## config.mk

```make
export PLATFORM = sky130hd
export DESIGN_NAME = scsi_reg_front
export DESIGN_NICKNAME = d
export VERILOG_FILES = /design/src/rtl/scsi_front_pkg.sv /design/src/rtl/scsi_cmd_decode.sv /design/src/rtl/scsi_sel_result.sv /design/src/rtl/scsi_byte_fifo.sv /design/src/rtl/scsi_reg_front.sv
export SDC_FILE = /design/constraint.sdc
export NUM_CORES = 1
export LEC_CHECK = 0
export BUFFER_PORTS_ARGS = -buffer_cell sky130_fd_sc_hd__buf_2
export CORE_MARGIN = 5
export CORE_UTILIZATION = 60
export DETAILED_ROUTE_END_ITERATION = 6
export PLACE_DENSITY = 0.86
export SYNTH_ARGS = -nofsm -noshare
export SYNTH_HDL_FRONTEND = slang
export SYNTH_HIERARCHICAL = 1
export SYNTH_SLANG_ARGS = --single-unit
```

## constraint.sdc

```tcl
create_clock -name clk -period 6.6 [get_ports clk]
set_input_delay 1.32 -clock clk [delete_from_list [all_inputs] [get_ports clk]]
set_output_delay 1.32 -clock clk [all_outputs]
set_load 0.005 [all_outputs]
```

## src/rtl/scsi_front_pkg.sv

```systemverilog
package scsi_front_pkg;
  localparam int IDX_W = 4;

  localparam logic [IDX_W-1:0] IX_CNT_LO = 4'd0;
  localparam logic [IDX_W-1:0] IX_CNT_HI = 4'd1;
  localparam logic [IDX_W-1:0] IX_FIFO   = 4'd2;
  localparam logic [IDX_W-1:0] IX_CMD    = 4'd3;
  localparam logic [IDX_W-1:0] IX_STAT   = 4'd4;
  localparam logic [IDX_W-1:0] IX_REASON = 4'd5;
  localparam logic [IDX_W-1:0] IX_STEP   = 4'd6;
  localparam logic [IDX_W-1:0] IX_CFG    = 4'd8;
  localparam logic [IDX_W-1:0] IX_OPT    = 4'd11;
  localparam int               AUX_BASE  = 12;
  localparam int               AUX_N     = 4;
  localparam int               AUX_ID    = 2;   // index 14

  localparam logic [6:0] OP_NOP    = 7'h00;
  localparam logic [6:0] OP_FLUSH  = 7'h01;
  localparam logic [6:0] OP_CHIPRS = 7'h02;
  localparam logic [6:0] OP_BUSRS  = 7'h03;

  localparam logic [7:0] ST_INT     = 8'h80;
  localparam logic [7:0] ST_TCOUNT  = 8'h10;
  localparam logic [7:0] ST_DATAIN  = 8'h01;
  localparam logic [7:0] RS_DONE    = 8'h08;
  localparam logic [7:0] RS_SERVICE = 8'h10;
  localparam logic [7:0] RS_DISC    = 8'h20;
  localparam logic [7:0] RS_BUSRS   = 8'h80;
  localparam logic [7:0] STEP_DONE  = 8'h04;
  localparam logic [7:0] ID_VALUE   = 8'h04;
  localparam logic [7:0] OPT_MASK   = 8'h15;
  localparam int         CFG_QUIET  = 6;

  typedef struct packed {
    logic       dma;
    logic       flush;
    logic       chip_rst;
    logic       bus_rst;
    logic       dispatch;
    logic [6:0] code;
  } cmd_dec_t;

  typedef struct packed {
    logic [7:0] status;
    logic [7:0] reason;
    logic [7:0] step;
  } sel_codes_t;
endpackage

```

## src/rtl/scsi_cmd_decode.sv

```systemverilog
module scsi_cmd_decode
  import scsi_front_pkg::*;
(
  input  logic [7:0] cmd_byte,
  output cmd_dec_t   dec
);
  always_comb begin
    dec          = '0;
    dec.dma      = cmd_byte[7];
    dec.code     = cmd_byte[6:0];
    dec.flush    = (cmd_byte[6:0] == OP_FLUSH);
    dec.chip_rst = (cmd_byte[6:0] == OP_CHIPRS);
    dec.bus_rst  = (cmd_byte[6:0] == OP_BUSRS);
    dec.dispatch = (cmd_byte[6:0] > OP_BUSRS);
  end
endmodule

```

## src/rtl/scsi_sel_result.sv

```systemverilog
module scsi_sel_result
  import scsi_front_pkg::*;
#(
  parameter int TGT_W   = 3,
  parameter int MAX_TGT = 4
) (
  input  logic [TGT_W-1:0] sel_target,
  input  logic             sel_present,
  output sel_codes_t       codes
);
  localparam logic [TGT_W:0] LIMIT = MAX_TGT[TGT_W:0];

  logic reachable;
  assign reachable = sel_present && ({1'b0, sel_target} < LIMIT);

  always_comb begin
    if (reachable) begin
      codes.status = ST_INT | ST_TCOUNT | ST_DATAIN;
      codes.reason = RS_SERVICE | RS_DONE;
      codes.step   = STEP_DONE;
    end else begin
      codes.status = ST_INT;
      codes.reason = RS_DISC;
      codes.step   = 8'h00;
    end
  end
endmodule

```

## src/rtl/scsi_byte_fifo.sv

```systemverilog
module scsi_byte_fifo #(
  parameter int DEPTH = 16,
  parameter int W     = 8
) (
  input  logic             clk,
  input  logic             rst,
  input  logic             clr,
  input  logic             push,
  input  logic             pop,
  input  logic [W-1:0]     din,
  output logic [W-1:0]     head,
  output logic [$clog2(DEPTH):0] count,
  output logic             empty,
  output logic             full
);
  localparam int AW = $clog2(DEPTH);
  localparam int CW = AW + 1;
  localparam logic [CW-1:0] CAP = CW'(DEPTH);

  logic [W-1:0]  mem [DEPTH];
  logic [AW-1:0] wptr, rptr;
  logic          do_push, do_pop;
  logic [CW-1:0] cnt_n;

  assign empty   = (count == '0);
  assign full    = (count == CAP);
  assign do_push = push && !full;
  assign do_pop  = pop && !empty;
  assign cnt_n   = count + {{(CW-1){1'b0}}, do_push} - {{(CW-1){1'b0}}, do_pop};
  assign head    = mem[rptr];

  always_ff @(posedge clk) begin
    if (do_push) mem[wptr] <= din;
  end

  always_ff @(posedge clk) begin
    if (rst || clr) begin
      wptr  <= '0;
      rptr  <= '0;
      count <= '0;
    end else begin
      count <= cnt_n;
      if (cnt_n == '0) begin
        wptr <= '0;
        rptr <= '0;
      end else begin
        if (do_push) wptr <= wptr + 1'b1;
        if (do_pop)  rptr <= rptr + 1'b1;
      end
    end
  end
endmodule

```

## src/rtl/scsi_reg_front.sv

```systemverilog
module scsi_reg_front
  import scsi_front_pkg::*;
#(
  parameter int ADDR_W     = 6,
  parameter int FIFO_DEPTH = 16,
  parameter int TGT_W      = 3,
  parameter int MAX_TGT    = 4
) (
  input  logic              clk,
  input  logic              rst,
  input  logic              bus_rd,
  input  logic              bus_wr,
  input  logic [ADDR_W-1:0] bus_addr,
  input  logic [7:0]        bus_wdata,
  output logic [7:0]        bus_rdata,
  output logic              irq,
  output logic              dma_mode,
  output logic              cmd_valid,
  output logic [6:0]        cmd_code,
  input  logic              sel_done,
  input  logic [TGT_W-1:0]  sel_target,
  input  logic              sel_present
);
  localparam int IDX_LSB = 2;
  localparam int CW      = $clog2(FIFO_DEPTH) + 1;

  logic [IDX_W-1:0] idx;
  logic             wr_acc, rd_acc, soft_clr;
  cmd_dec_t         dec;
  sel_codes_t       sel_codes;

  logic [7:0] cnt_lo, cnt_hi, cmd_q, status_q, reason_q, step_q, cfg_q, opt_q;
  logic [7:0] aux_q [AUX_N];
  logic [7:0] fifo_last, rd_mux;

  logic [7:0]    fifo_head;
  logic [CW-1:0] fifo_count;
  logic          fifo_empty, fifo_full;

  assign idx      = bus_addr[IDX_LSB +: IDX_W];
  assign wr_acc   = bus_wr;
  assign rd_acc   = bus_rd && !bus_wr;
  assign soft_clr = wr_acc && (idx == IX_CMD) && dec.chip_rst;

  scsi_cmd_decode u_dec (
    .cmd_byte (bus_wdata),
    .dec      (dec)
  );

  scsi_sel_result #(.TGT_W(TGT_W), .MAX_TGT(MAX_TGT)) u_sel (
    .sel_target  (sel_target),
    .sel_present (sel_present),
    .codes       (sel_codes)
  );

  scsi_byte_fifo #(.DEPTH(FIFO_DEPTH), .W(8)) u_fifo (
    .clk   (clk),
    .rst   (rst),
    .clr   (soft_clr),
    .push  (wr_acc && (idx == IX_FIFO)),
    .pop   (rd_acc && (idx == IX_FIFO)),
    .din   (bus_wdata),
    .head  (fifo_head),
    .count (fifo_count),
    .empty (fifo_empty),
    .full  (fifo_full)
  );

  // Plain register read view; side-effect reads are handled below.
  always_comb begin
    rd_mux = 8'h00;
    case (idx)
      IX_CNT_LO: rd_mux = cnt_lo;
      IX_CNT_HI: rd_mux = cnt_hi;
      IX_CMD:    rd_mux = cmd_q;
      IX_STAT:   rd_mux = status_q;
      IX_REASON: rd_mux = reason_q;
      IX_STEP:   rd_mux = step_q;
      IX_CFG:    rd_mux = cfg_q;
      IX_OPT:    rd_mux = opt_q;
      default: begin
        if (int'(idx) >= AUX_BASE) rd_mux = aux_q[int'(idx) - AUX_BASE];
      end
    endcase
  end

  always_ff @(posedge clk) begin
    if (rst || soft_clr) begin
      cnt_lo    <= '0;
      cnt_hi    <= '0;
      cmd_q     <= '0;
      status_q  <= '0;
      reason_q  <= '0;
      step_q    <= '0;
      cfg_q     <= '0;
      opt_q     <= '0;
      fifo_last <= '0;
      bus_rdata <= '0;
      irq       <= 1'b0;
      dma_mode  <= 1'b0;
      cmd_valid <= 1'b0;
      cmd_code  <= '0;
      for (int i = 0; i < AUX_N; i++) aux_q[i] <= (i == AUX_ID) ? ID_VALUE : 8'h00;
    end else begin
      cmd_valid <= 1'b0;
      if (wr_acc) begin
        case (idx)
          IX_CNT_LO: cnt_lo <= bus_wdata;
          IX_CNT_HI: cnt_hi <= bus_wdata;
          IX_CMD: begin
            cmd_q    <= bus_wdata;
            dma_mode <= dec.dma;
            if (dec.flush) begin
              reason_q <= RS_DONE;
              step_q   <= 8'h00;
            end
            if (dec.bus_rst) begin
              reason_q <= RS_BUSRS;
              if (!cfg_q[CFG_QUIET]) irq <= 1'b1;
            end
            if (dec.dispatch) begin
              cmd_valid <= 1'b1;
              cmd_code  <= dec.code;
            end
          end
          IX_CFG: cfg_q <= bus_wdata;
          IX_OPT: opt_q <= bus_wdata & OPT_MASK;
          default: begin
            if (int'(idx) >= AUX_BASE) aux_q[int'(idx) - AUX_BASE] <= bus_wdata;
          end
        endcase
      end else if (rd_acc) begin
        case (idx)
          IX_FIFO: begin
            if (!fifo_empty) begin
              bus_rdata <= fifo_head;
              fifo_last <= fifo_head;
              irq       <= 1'b1;
            end else begin
              bus_rdata <= fifo_last;
            end
          end
          IX_REASON: begin
            bus_rdata <= reason_q;
            status_q  <= status_q & ST_TCOUNT;
            irq       <= 1'b0;
          end
          default: bus_rdata <= rd_mux;
        endcase
      end
      if (sel_done) begin
        status_q <= sel_codes.status;
        reason_q <= sel_codes.reason;
        step_q   <= sel_codes.step;
        irq      <= 1'b1;
      end
    end
  end
endmodule

```

==> results.ini, run 1 <==
[status]
status=finished clean

[logic_synthesis]
yosys_warnings=6
yosys-top-cells-area=edfxtp_1 (42%), dfxtp_1 (18%), mux4_2 (7.9%)
ys_types=74
yosysSeqAreaShare_pct=59.69
synth_top_area_cell=edfxtp_1
ys_top_cells_by_count=edfxtp_1 (160), dfxtp_1 (102), nor2_1 (79)
synth_cells=879
synth_top_area_share_pct=41.88
synth_edf_count=160
synthFlopType=edfxtp_1
syn_avg_cell_area_um2=13.05
async_reset_ff_share_pct=0
syn-cell-area_um2=11470
synth.most_common_cell=edfxtp_1
synth_seq_cells=262

[clock_tree]
clk_latency_ns=0.53
clk_root_buffer_cell=clkbuf_16
clock_path_buffers=3
clkSinkCount=262
post_cts_buffers=0
cts_buffers=27
cts-resized-gates=0
cts_tree=built
cts_hold_buf=0
clk_pin_slew_ns=0.06
htree_levels=1

[cells_and_area]
final_util_pct=66.53
final_nets=922
diodes=0
fillers=1302
drive_gt1_share_pct=17.46
area_growth_pct=8.857
stdcell_count=1139

[placed_design]
dp_cells=1092
place_hpwl_um=15750
port_buffers=36
pre_cts_slack_ns=1.015
gp_congestion=0.8517

[die]
start_util_pct=61.12
die_y_um=148.3
rows=50
die_x_um=148.3
ioPinCount=41
die_area_um2=21980
core_um2=18770

[worst_setup_path]
setup.worst_path.start=bus_addr[4]
critical_path_class=input port to flop
crit_fanout=30
cp.arrival_ns=5.46
required_ns=6.94
timing.rr.start=u_fifo/count[3]
start_kind=input port
end_kind=flop

[sta]
slew_headroom_pct=8.629
fin_ws_ns=1.485
clock.fmax_mhz=195.5
clock_skew_ns=0.01100
fin_crit_sh_pct=77.51
setup_tns_ns=0
rsz0062_at_grt=false
hold_viol=0
tightest_slew_ns=1.360
drv_slew=0
post-route-min-period_ns=5.115
setup_viol_count_final=0

[grt]
grt_max_degree=49
grt_pass1_wl_um=40150
antenna_found_initial=0
grt_overflow=0
track_usage_pct=23.46
grt_pass1_vias=7262

[route]
antenna_left=0
routed_wl_um=25500
via_per_inst=6.294
routedWlPerCell_um=22.39
drt_iter0_markers=873
drc=0
vias=7169
drtPass1Iterations=5

[power_and_ir_drop]
finalPower_w=0.003551
p_sw_share_pct=21.68
switchingPower_w=0.0007699
peakVddDrop_mv=0.2442
power-per-cell-area_nw_per_um2=284.3
power_frac_seq_pct=50.2
power_frac_comb_pct=6.6
intPower_w=0.002781
p_leak_nw=4.488
power.share.clock_pct=43.3

[flow_run]
max_cap_violations=0

[hold_path]
hp-class=flop to flop
hold_start=cmd_code[3]

-- cells by family after synthesis --
kind of cell               Yosys count  synth area share [%]
DFF                                262                 59.69
other                                2               0.06547
and+or+nand+nor                    270                 12.49
AOI/OAI and AO/OA                  124                 7.657
adders and majority gates           12                 1.374
xor gates and xnor gates             8                0.6108
buffers and inverters               99                 4.799
muxes                              102                 13.32
-- metrics by stage --
step,area [um^2],hold slack (ns)
floorplan,11530,0.4323
global placement,11590,0.4389
detailed placement,11590,0.4466
CTS,12490,0.4520
global route,12490,0.4690
finish,12490,0.4551
-- area by class of cell --
type	count	area, um^2	area share (%)
Multi-Input combinational cell	534	4134	33.11
Clock inverter	18	209.0	1.673
Sequential cell	262	6849	54.85
Inverter	15	56.30	0.4509
Clock buffer	29	683.2	5.471
Timing Repair Buffer	47	262.8	2.104
Tap cell	234	292.8	2.345
-- worst max-delay path: stages --
cell and delay, ns:
buf_2 0.29, nor4b_1 0.52, buf_4 0.21, and2_1 0.18, nor2b_1 0.49, inv_1 0.12, ha_1 0.31, inv_1 0.05
ha_1 0.21, fa_1 0.41, and3b_1 0.20, or4_4 0.53, a211oi_4 0.45, a211oi_1 0.17
-- sequential cells by signal (all words and copies together) (netlist names), 4 cells and up, named ones only --
register / cells
u_fifo/mem: 128
aux_q: 32
bus_rdata: 8
cfg_q: 8
cmd_q: 8
cnt_hi: 8
cnt_lo: 8
fifo_last: 8
reason_q: 8
status_q: 8
step_q: 8
cmd_code: 7
u_fifo/count: 5
u_fifo/rptr: 4
u_fifo/wptr: 4
-- per-layer routing --
| metal | vias up | part of all wire [%] | wire, um | global-route usage (%) |
|---|---|---|---|---|
| met5 | - | 0 | 0 | 0 |
| met4 | 0 | 2.8 | 726 | 7.760 |
| li1 | 3245 | - | - | - |
| met2 | 337 | 49 | 12410 | 38.57 |
| met3 | 60 | 9.0 | 2291 | 4.083 |
| met1 | 3527 | 39 | 10070 | 32.13 |
-- power by group through the flow --
| stage | Sequential [W] | Combinational (W) | Clock [W] |
|---|---|---|---|
| 2_1_floorplan | 0.00181 | 0.000168 | 0 |
| 3_3_place_gp | 0.00181 | 0.000221 | 0 |
| 3_5_place_dp | 0.00181 | 0.000227 | 0 |
| 4_1_cts | 0.00178 | 0.000229 | 0.00155 |
| 5_1_grt | 0.00178 | 0.000251 | 0.00163 |
| 6_report | 0.00178 | 0.000233 | 0.00154 |
-- final timing paths --
check | endpoint | depth (start not counted) | slack (ns)
worst max register to register | flop | 13 | 2.63
worst min-delay path | cmd_code[3] | 2 | 0.46
worst max-delay path | flop | 14 | 1.48
worst min register to register | cmd_code[3] | 2 | 0.46
-- layout by cell type (no fill, tap or decap), types with 4 or more instances in the layout --
cell       netlist  routed
a211oi_1        11      11
a21oi_1         25      25
a22o_1           4       4
a22oi_1         37      37
a311oi_1         4       4
a31oi_1          8       8
and2_1          36      36
buf_2           20      36
buf_4           31      11
bufinv_16        0       5
clkbuf_16        0      27
clkinv_1         0       8
clkinv_2         0       4
conb_1           2      18
dfxtp_1        102     100
edfxtp_1       160     160
ha_1            11      11
inv_1           15      15
mux2_2           5       5
mux2i_1         57      57
mux4_2          40      40
nand2_1         48      48
nand2b_1        11      11
nand3_1         13      13
nand3b_1         5       5
nand4_1          6       6
nor2_1          79      79
nor2_2           6       6
nor2b_1         14      14
nor3_1          15      15
o21ai_0         12      12
or2_2            4       5
xnor2_1          4       4
xor2_1           4       4
Note: power is estimated with default switching activity, not from simulation.
==> inputs of run 2 (changes only) <==
==> constraint.sdc (replaced) <==
create_clock -name clk -period 4.8 [get_ports clk]
set_input_delay 0.96 -clock clk [delete_from_list [all_inputs] [get_ports clk]]
set_output_delay 0.96 -clock clk [all_outputs]
set_load 0.005 [all_outputs]
==> run 2 against run 1 <==
Compared with the run above:
- clock power up 38%
- cell area increased by 0.76%
- clock skew is 0.0025 ns higher
- utilization up 0.51 points
- first-iteration DRC count grew 3.7%
- register-to-register slack worse by 1.7 ns
- combinational power up 40%
- global-route usage grew 0.069 points
- critical path depth down 1
==> results.ini, run 2 (synthesis gave the netlist of run 1 again) <==
[status]
status=finished clean  ; unchanged

[worst_setup_path]
timing.rr.start=u_fifo/count[3]  ; unchanged
start_kind=input port  ; unchanged
end_kind=flop  ; unchanged
crit_chain=buf_2 > nor4b_1 > and2_1 > nor2b_1 > inv_1 > ha_1 > inv_1 > ha_1 > fa_1 > and3b_1 > or4_4 > a211oi_4 > a211oi_1  ; was buf_2 > nor4b_1 > buf_4 > and2_1 > nor2b_1 > inv_1 > ha_1 > inv_1 > ha_1 > fa_1 > and3b_1 > or4_4 > a211oi_4 > a211oi_1
crit_slowest_cell=nor4b_1  ; was or4_4
cp.arrival_ns=4.41  ; was 5.46 ns
required_ns=5.20  ; was 6.94 ns
reg2regPathDepth=13  ; unchanged
critical_path_class=input port to flop  ; unchanged
reg2reg_slack_ns=0.93  ; was 2.63 ns
cp_top_family=simple AND/OR/NAND/NOR gates  ; unchanged
crit_fanout=9  ; was 30
timing.critical_path.slowest_cell_delay_ns=0.54  ; was 0.53 ns
cp_num_buf_inv=3  ; was 4

[sta]
hold_viol=0  ; unchanged
fin_ws_ns=0.7817  ; was 1.485 ns
drv_slew=0  ; unchanged
clock.fmax_mhz=248.9
setup_viol_count_final=0  ; unchanged
post-route-min-period_ns=4.018
slew_headroom_pct=20.35  ; was 8.629%
setup_tns_ns=0  ; unchanged
tightest_slew_ns=1.189  ; was 1.360 ns
clock_skew_ns=0.01346  ; was 0.01100 ns
fin_crit_sh_pct=83.71
rsz0062_at_grt=false  ; unchanged
hold_ws_ns=0.4538  ; was 0.4551 ns

[hold_path]
hold_start=cmd_q[1]  ; was cmd_code[3]
hp-class=flop to flop  ; unchanged
whs_path_depth=2  ; unchanged
min_to=cmd_q[1]  ; was cmd_code[3]

[clock_tree]
clk_pin_slew_ns=0.06  ; about the same
cts_tree=built  ; unchanged
cts_hold_buf=0  ; unchanged
clkSinkCount=262  ; unchanged
cts_buffers=27  ; unchanged
clock_path_buffers=3  ; unchanged
clk_latency_ns=0.54  ; was 0.53 ns
post_cts_buffers=0  ; unchanged
clk_root_buffer_cell=clkbuf_16  ; unchanged
cts-resized-gates=0  ; unchanged
htree_levels=1  ; unchanged

[route]
via_per_inst=6.401  ; was 6.294
routed_wl_um=25880  ; was 25,500 um
drc=0  ; unchanged
antenna_left=0  ; unchanged
vias=7361  ; was 7,169
drtPass1Iterations=7  ; was 5
routedWlPerCell_um=22.50  ; was 22.39 um
drt_iter0_markers=905  ; was 873

[die]
die_x_um=148.3  ; unchanged
rows=50  ; unchanged
ioPinCount=41  ; unchanged
die_area_um2=21980  ; unchanged
start_util_pct=61.12  ; unchanged
die_y_um=148.3  ; unchanged
core_um2=18770  ; unchanged

[grt]
grt_pass1_wl_um=40480  ; was 40,150 um
grt_max_degree=41  ; was 49
antenna_found_initial=1  ; was 0
grt_overflow=0  ; unchanged
track_usage_pct=23.53  ; was 23.46%
grt_pass1_vias=7112  ; was 7,262

[cells_and_area]
fillers=1275  ; was 1,302
area_growth_pct=9.686  ; was 8.857%
final_nets=930  ; was 922
drive_gt1_share_pct=19.10  ; was 17.46%
reg_top3=u_fifo/mem x128, aux_q x32  ; unchanged
multi_input_comb_area_um2=4134  ; unchanged
stdcell_area_um2=12580  ; was 12,490 um^2
largest_reg_flops=128  ; unchanged
top_register=u_fifo/mem  ; unchanged
final_util_pct=67.04  ; was 66.53%
final_cell_mix=edfxtp_1 (160), dfxtp_1 (100), nor2_1 (79)  ; unchanged
layout_commonest_cell=edfxtp_1  ; unchanged
diodes=0  ; unchanged
seqCellArea_um2=6849  ; unchanged

[power_and_ir_drop]
p_leak_nw=4.556  ; was 4.488 nW
power-per-cell-area_nw_per_um2=389.7  ; was 284.3 nW/um^2
peakVddDrop_mv=0.3656  ; was 0.2442 mV

[placed_design]
port_buffers=36  ; unchanged
gp_congestion=0.8941  ; was 0.8517
place_hpwl_um=16040  ; was 15,750 um
pre_cts_slack_ns=0.2507  ; was 1.015 ns
place_area_um2=11670  ; was 11,590 um^2

[flow_run]
max_cap_violations=0  ; unchanged

## run 2: through the flow
stage	cells	power [W]
after global routing	1150	0.005052
final	1150	0.004903
after global placement	1100	0.002804
after floorplan	895	0.002720
after detailed placement	1100	0.002814
after CTS	1150	0.004920
## run 2: tightest hold or removal path, delay by kind of cell (launching register included)
kind / cells / cell delay [ns]
flip-flops: 1 / 0.31
AND/OR/NAND/NOR: 1 / 0.05
AO/OA/AOI/OAI: 1 / 0.05
## run 2: layout make-up
class                      instances  area share (%)
inverter                          15          0.4475
clock buffer                      34           5.897
tap                              234           2.327
multi-input combinational        534           32.86
sequential                       262           54.44
timing repair buffer              55           2.665
clock inverter                    16           1.372
## run 2: worst max path at each step
stage                           start        endpoint  slack [ns]  depth (start not counted)
final                     bus_addr[4]            flop        0.78                         13
after global routing      bus_addr[4]            flop        0.66                         13
after CTS                 bus_addr[4]            flop        0.79                         13
after detailed placement  bus_addr[4]  u_fifo/rptr[3]        0.25                         13
after global placement    bus_addr[4]            flop        0.27                         13
after floorplan           bus_addr[2]            flop        0.21                         15
## run 2: per-layer routing
layer | GRT usage (%) | vias to the layer above | wire [um]
met5 | 0 | - | 13
met4 | 6.744 | 2 | 735
met3 | 4.357 | 59 | 2263
met2 | 37.25 | 372 | 12390
met1 | 33.84 | 3659 | 10480
li1 | - | 3269 | -
## run 2: report_power, final
group | internal, W | switching [W]
registers | 0.00243 | 0.0000222
logic | 0.000115 | 0.000212
clock network | 0.00126 | 0.000866
